$ cat config.mk
export PLATFORM = sky130hd
export DESIGN_NAME = busclamp_svm
export DESIGN_NICKNAME = d
export VERILOG_FILES = /design/src/rtl/busclamp_svm_pkg.sv /design/src/rtl/svm_carrier.sv /design/src/rtl/svm_level_calc.sv /design/src/rtl/svm_gate_mux.sv /design/src/rtl/busclamp_svm.sv
export SDC_FILE = /design/constraint.sdc
export NUM_CORES = 1
export LEC_CHECK = 0
export BUFFER_PORTS_ARGS = -buffer_cell sky130_fd_sc_hd__buf_4
export CORE_UTILIZATION = 35
export CTS_CLUSTER_SIZE = 16
export DETAILED_ROUTE_END_ITERATION = 8
export PLACE_DENSITY_LB_ADDON = 0.15
export SYNTH_ARGS = -nofsm -noshare
export SYNTH_HDL_FRONTEND = slang
export SYNTH_SLANG_ARGS = --single-unit
$ cat constraint.sdc
create_clock -name clk -period 5.7 [get_ports clk]
set_input_delay 0.57 -clock clk [delete_from_list [all_inputs] [get_ports clk]]
set_output_delay 0.57 -clock clk [all_outputs]
set_load 0.005 [all_outputs]
$ cat src/rtl/busclamp_svm_pkg.sv
package busclamp_svm_pkg;

  // Fixed-point coefficients (value / 2^KSH)
  localparam int KSH = 10;
  localparam int K_T1 = 591;   // ~0.577
  localparam int K_T2 = 1183;  // ~1.155
  localparam int K_T3 = 1774;  // ~1.732

  typedef struct packed {
    logic signed [31:0] a;
    logic signed [31:0] b;
  } lvl_pair_t;

  function automatic int scale_term(int v, int k);
    return (v * k) >>> KSH;
  endfunction

  function automatic logic sector_ok(logic [2:0] sec);
    return (sec != 3'd0) && (sec != 3'd7);
  endfunction

  // Unsaturated compare levels for one sector
  function automatic lvl_pair_t sector_levels(logic [2:0] sec, int vd, int vq);
    lvl_pair_t r;
    int t1, t2, t3;
    t1 = scale_term(vq, K_T1);
    t2 = scale_term(vq, K_T2);
    t3 = scale_term(vq, K_T3);
    r = '0;
    case (sec)
      3'd1: begin r.a = vd - t1;  r.b = vd + t1;  end
      3'd2: begin r.a = vd + t1;  r.b = t3;       end
      3'd3: begin r.a = -vd - t1; r.b = -vd + t1; end
      3'd4: begin r.a = -vd + t1; r.b = -t2;      end
      3'd5: begin r.a = -t3;      r.b = vd - t1;  end
      3'd6: begin r.a = -vd - t1; r.b = t2;       end
      default: r = '0;
    endcase
    return r;
  endfunction

  function automatic int clip(int x, int hi);
    if (x < 0) return 0;
    if (x > hi) return hi;
    return x;
  endfunction

  // Index of the leg tied to a rail: 0=a, 1=b, 2=c
  function automatic int clamp_leg(logic [2:0] sec);
    case (sec)
      3'd1, 3'd4: return 0;
      3'd2, 3'd5: return 2;
      3'd3, 3'd6: return 1;
      default:    return 0;
    endcase
  endfunction

  // Role of a leg: 0 = clamped, 1 = follows level A, 2 = follows level B
  function automatic logic [1:0] leg_role(logic [2:0] sec, int leg);
    int d;
    d = (leg + 3 - clamp_leg(sec)) % 3;
    return 2'(d);
  endfunction

endpackage

$ cat src/rtl/svm_carrier.sv
module svm_carrier #(
  parameter int PEAK = 16,
  parameter int DIV  = 13,
  localparam int CW  = $clog2(PEAK + 1),
  localparam int PW  = (DIV > 1) ? $clog2(DIV) : 1
) (
  input  logic          clk,
  input  logic          rst_n,
  output logic [CW-1:0] cnt,
  output logic          turn
);

  logic [PW-1:0] pre_q;
  logic [CW-1:0] cnt_q;
  logic          up_q;
  logic          step;
  logic          hit_top;
  logic          hit_bot;

  assign step    = (pre_q == PW'(DIV - 1));
  assign hit_top = up_q && (cnt_q == CW'(PEAK - 1));
  assign hit_bot = !up_q && (cnt_q == CW'(1));
  assign turn    = step && (hit_top || hit_bot);
  assign cnt     = cnt_q;

  always_ff @(posedge clk or negedge rst_n) begin
    if (!rst_n) begin
      pre_q <= '0;
      cnt_q <= '0;
      up_q  <= 1'b1;
    end else if (step) begin
      pre_q <= '0;
      if (up_q) begin
        cnt_q <= cnt_q + 1'b1;
        if (hit_top) up_q <= 1'b0;
      end else begin
        cnt_q <= cnt_q - 1'b1;
        if (hit_bot) up_q <= 1'b1;
      end
    end else begin
      pre_q <= pre_q + 1'b1;
    end
  end

endmodule

$ cat src/rtl/svm_level_calc.sv
module svm_level_calc
  import busclamp_svm_pkg::*;
#(
  parameter int DW   = 12,
  parameter int PEAK = 16,
  localparam int CW  = $clog2(PEAK + 1)
) (
  input  logic [2:0]           sector,
  input  logic signed [DW-1:0] vd,
  input  logic signed [DW-1:0] vq,
  output logic [CW-1:0]        lvl_a,
  output logic [CW-1:0]        lvl_b,
  output logic                 sec_ok
);

  lvl_pair_t raw;

  assign raw    = sector_levels(sector, int'(vd), int'(vq));
  assign lvl_a  = CW'(clip(int'(raw.a), PEAK));
  assign lvl_b  = CW'(clip(int'(raw.b), PEAK));
  assign sec_ok = sector_ok(sector);

endmodule

$ cat src/rtl/svm_gate_mux.sv
module svm_gate_mux
  import busclamp_svm_pkg::*;
#(
  parameter int PEAK = 16,
  localparam int CW  = $clog2(PEAK + 1)
) (
  input  logic [2:0]    sect,
  input  logic [CW-1:0] lvl_a,
  input  logic [CW-1:0] lvl_b,
  input  logic [CW-1:0] cnt,
  input  logic          en,
  output logic [2:0]    gates
);

  logic          odd;
  logic [CW-1:0] cnt_inv;

  assign odd     = sect[0];
  assign cnt_inv = CW'(PEAK) - cnt;

  for (genvar g = 0; g < 3; g++) begin : g_leg
    logic [1:0]    role;
    logic [CW-1:0] lvl;
    logic          cmp;
    assign role     = leg_role(sect, g);
    assign lvl      = (role == 2'd1) ? lvl_a : lvl_b;
    assign cmp      = odd ? (cnt >= lvl) : (cnt_inv >= lvl);
    assign gates[g] = en & ((role == 2'd0) ? odd : cmp);
  end

endmodule

$ cat src/rtl/busclamp_svm.sv
module busclamp_svm
  import busclamp_svm_pkg::*;
#(
  parameter int DW   = 12,
  parameter int PEAK = 16,
  parameter int DIV  = 13
) (
  input  logic                        clk,
  input  logic                        rst_n,
  input  logic [2:0]                  sector_in,
  input  logic signed [DW-1:0]        vd_in,
  input  logic signed [DW-1:0]        vq_in,
  output logic [$clog2(PEAK+1)-1:0]   carrier_out,
  output logic                        gate_a,
  output logic                        gate_b,
  output logic                        gate_c
);

  localparam int CW = $clog2(PEAK + 1);

  logic [CW-1:0] cnt;
  logic          turn_evt;
  logic [CW-1:0] lvl_a_d, lvl_b_d;
  logic          sec_ok;
  logic [CW-1:0] lvl_a_q, lvl_b_q;
  logic [2:0]    sect_q;
  logic          armed_q;
  logic [2:0]    gates;

  svm_carrier #(.PEAK(PEAK), .DIV(DIV)) u_carrier (
    .clk  (clk),
    .rst_n(rst_n),
    .cnt  (cnt),
    .turn (turn_evt)
  );

  svm_level_calc #(.DW(DW), .PEAK(PEAK)) u_levels (
    .sector(sector_in),
    .vd    (vd_in),
    .vq    (vq_in),
    .lvl_a (lvl_a_d),
    .lvl_b (lvl_b_d),
    .sec_ok(sec_ok)
  );

  // Capture only at the carrier turning points
  always_ff @(posedge clk or negedge rst_n) begin
    if (!rst_n) begin
      sect_q  <= 3'd1;
      lvl_a_q <= '0;
      lvl_b_q <= '0;
      armed_q <= 1'b0;
    end else if (turn_evt && sec_ok) begin
      sect_q  <= sector_in;
      lvl_a_q <= lvl_a_d;
      lvl_b_q <= lvl_b_d;
      armed_q <= 1'b1;
    end
  end

  svm_gate_mux #(.PEAK(PEAK)) u_mux (
    .sect (sect_q),
    .lvl_a(lvl_a_q),
    .lvl_b(lvl_b_q),
    .cnt  (cnt),
    .en   (armed_q),
    .gates(gates)
  );

  assign carrier_out = cnt;
  assign gate_a      = gates[0];
  assign gate_b      = gates[1];
  assign gate_c      = gates[2];

endmodule

==> summary.txt <==
Outcome -> finished, violations left
Failing checks -> negative setup slack
Final setup viols -> 10
Hpwl dp -> 56300 µm
Vias in the first global route -> 19215
Number of cell rows -> 80
Syn Area/Cell -> 7.71 µm²
Die ar. -> 49900 µm²
Cell Count, Final, Fillers Out -> 3593
# nets final -> 3427
Worst-Skew Late Latency -> 0.26 ns
# DRC -> 0
Initial antenna violation count -> 0
Final worst path period share -> 139%
Critical-path maximum fanout -> 5
Compound-Gate Fraction of Synth Area -> 23.7%
Max Transition Viols Final -> 0
IO buf count -> 36
Clock sinks -> 24
Total core area -> 48000 µm²
Share of the yosys chip area belonging to registers -> 3.52%
Initial DRC Count -> 1118
Die Y -> 223 µm
Hold Vio Cnt, Final -> 0
Die width -> 223 µm
Final Wtd Congestion -> 0.924
Area delta synth->final -> 47.6%
H-tree depth -> 1
Vias after detailed routing -> 18998
Ys flop type -> dfrtp_1
Synthesized net count -> 2672
Global Route met1 Usage -> 37.4%
CP arrival -> 8.10 ns
Area share of and/or/nand/nor cells after synthesis -> 19.0%
Grt met3 use -> 2.29%
Final Util -> 52.7%
N_diodes -> 0
TritonCTS Buffers -> 3
Yosys Warn Count -> 0
Wirelength, routed -> 65300 µm
Vias/cell -> 5.29
CTS clk-pin slew, worst paths -> 0.07 ns
Required time worst endpoint -> 5.90 ns
CP max stage delay -> 0.56 ns
Worst setup margin -> -2.20 ns
Global-route wire length before repair -> 103000 µm
Largest family of logic cells by synthesized area -> adder cells
Startpoint Class -> primary input
Largest net degree at the start of global routing -> 29
XOR/XNOR Fraction of Synth Area -> 5.46%
Layout cells sized above 1 -> 35.1%
Detailed Routing Iterations Pass 1 -> 5
Syn Inst Count -> 2224
Initial core utilization -> 35.7%
Post-route ant nets -> 0
WL per Instance -> 18.2 µm
Minimum clock period -> 7.90 ns
Number of max-cap violations -> 0
Post-Syn Area -> 17200 µm²
Grt total ovfl -> 0
Slew of the pin with the lowest slew margin -> 1.05 ns
Placed Instances -> 3542
Post-synthesis adder-cell area fraction -> 36.6%
CTS root buf -> clkbuf_16
Reg2Reg Setup Slack -> 2.70 ns
All-layer global routing usage -> 25.9%
Reg-to-reg startpoint -> u_carrier.cnt[1]
Cell count of the worst reg-to-reg path -> 10
CTS tree -> done
Max Freq -> 127 MHz
Clock skew -> 0.00849 ns
Netlist cell types -> 101
Mux cell area share after synthesis -> 2.60%
Worst hold path class -> in -> async
R2r endpoint -> lvl_a_q[3]
Ports -> 37
Rel. slew slack -> 30.1%
Setup CP Type -> in -> reg
Endpoint type of the worst setup path -> flop
Clk buf depth -> 2
Ys async rst share -> 100%
Post-route setup TNS -> -20.97 ns
Number of flops mapped to enable cells by yosys -> 0
GRT met2 Usage -> 42.2%
Slowest-stage cell, CP -> or4_4
Top Usage Layer GRT -> met2
Synth Register Bits -> 24
RSZ-0062 raised after global routing -> true
## flip-flops by register name (all words and copies together) (netlist names)
signal,count
u_carrier.pre_q,4
lvl_b_q,5
u_carrier.cnt,5
u_carrier.up_q,1
lvl_a_q,5
sect_q,3
armed_q,1
## synth_stat cells (13+ instances only)
cell | number | area, µm²
or2_2 | 14 | 87.6
mux2i_1 | 31 | 310
ha_1 | 282 | 3530
o31ai_1 | 34 | 255
nand4_1 | 33 | 206
nor4_1 | 21 | 131
o21ai_0 | 106 | 531
a211oi_1 | 21 | 158
fa_1 | 137 | 2740
xnor2_1 | 66 | 578
and2_1 | 19 | 119
inv_1 | 333 | 1250
o211ai_1 | 19 | 143
nor2b_1 | 48 | 300
nor2_1 | 145 | 544
a21oi_1 | 138 | 691
o21a_1 | 24 | 180
or4_1 | 13 | 97.6
nor3_1 | 51 | 255
and3_1 | 18 | 113
or3_1 | 28 | 175
dfrtp_1 | 22 | 551
nand2_1 | 129 | 484
nand3_1 | 46 | 230
xor2_1 | 41 | 359
clkbuf_1 | 57 | 214
a21o_1 | 38 | 285
nand2b_1 | 30 | 188
a2111oi_0 | 14 | 123
a31oi_1 | 15 | 93.8
o31a_1 | 17 | 149
## placed cells by master, fill, tap and decap left out, types with 27 or more instances in the layout
cell type    n
a21o_1      38
a21oi_1    122
buf_4      803
fa_1       136
ha_1       250
ha_4        27
inv_1      327
mux2i_1     31
nand2_1    125
nand2b_1    28
nand3_1     44
nand4_1     33
nor2_1     135
nor2b_1     43
nor3_1      39
o21ai_0     80
or3_1       27
xnor2_1     61
xor2_1      36
## critical path: cells and delay by family
kind | cells | cell delay, ns
xor+xnor | 2 | 0.36
compound gates | 10 | 1.63
buf+inv | 4 | 0.52
fa+ha+maj | 6 | 2.37
simple gates | 7 | 2.64
## per-layer routing
metal	up-vias	wire length (µm)
met5	-	0
met3	58	2540
met1	9151	32500
met4	0	1030
met2	397	29300
li1	9392	-
## what timing repair did
item	in CTS	in global routing
hold buffers	0	0
buffers inserted	33	16
endpoints found under the hold margin	0	0
resized for setup	134	118
endpoints found under the setup margin	10	10
gates cloned	1	0
pin swaps	45	64
## per-stage QoR
step | hold WS, ns | area [µm²] | setup slack (ns)
floorplan | 0.274 | 17300 | -2.28
global placement | 0.470 | 23600 | -2.86
detailed placement | 0.480 | 23600 | -2.96
CTS | 0.214 | 24600 | -2.16
global route | 0.231 | 25300 | -2.48
finish | 0.199 | 25300 | -2.20
## layout make-up
class | instances | area, µm²
multi-input combinational | 1789 | 16300
clock inverter | 1 | 30.0
timing repair buffer | 825 | 6330
clock buffer | 3 | 75.1
sequential | 24 | 603
inverter | 336 | 1270
tap | 615 | 769
fill | 4660 | 22700
## how the worst max path moves through the flow
stage | cells after the start | to | slack (ns) | startpoint
2_1_floorplan | 25 | lvl_a_q[0] | -2.28 | vq_in[10]
3_3_place_gp | 30 | lvl_a_q[3] | -2.86 | vq_in[4]
3_5_place_dp | 30 | lvl_a_q[3] | -2.96 | vq_in[4]
4_1_cts | 29 | lvl_a_q[1] | -2.16 | vq_in[9]
5_1_grt | 33 | lvl_a_q[2] | -2.48 | vq_in[6]
6_report | 29 | lvl_a_q[3] | -2.20 | vq_in[7]
## cell families after synthesis
logic type | count (synthesis)
xor gates and xnor gates | 107
muxes | 43
AOI/OAI and AO/OA | 586
buffers and inverters | 411
DFF | 24
and+or+nand+nor | 634
adders and majority gates | 419
Power is left out: the tool's default activity adds up to more than one toggle a clock period on the data nets, which glitch-free logic cannot reach.
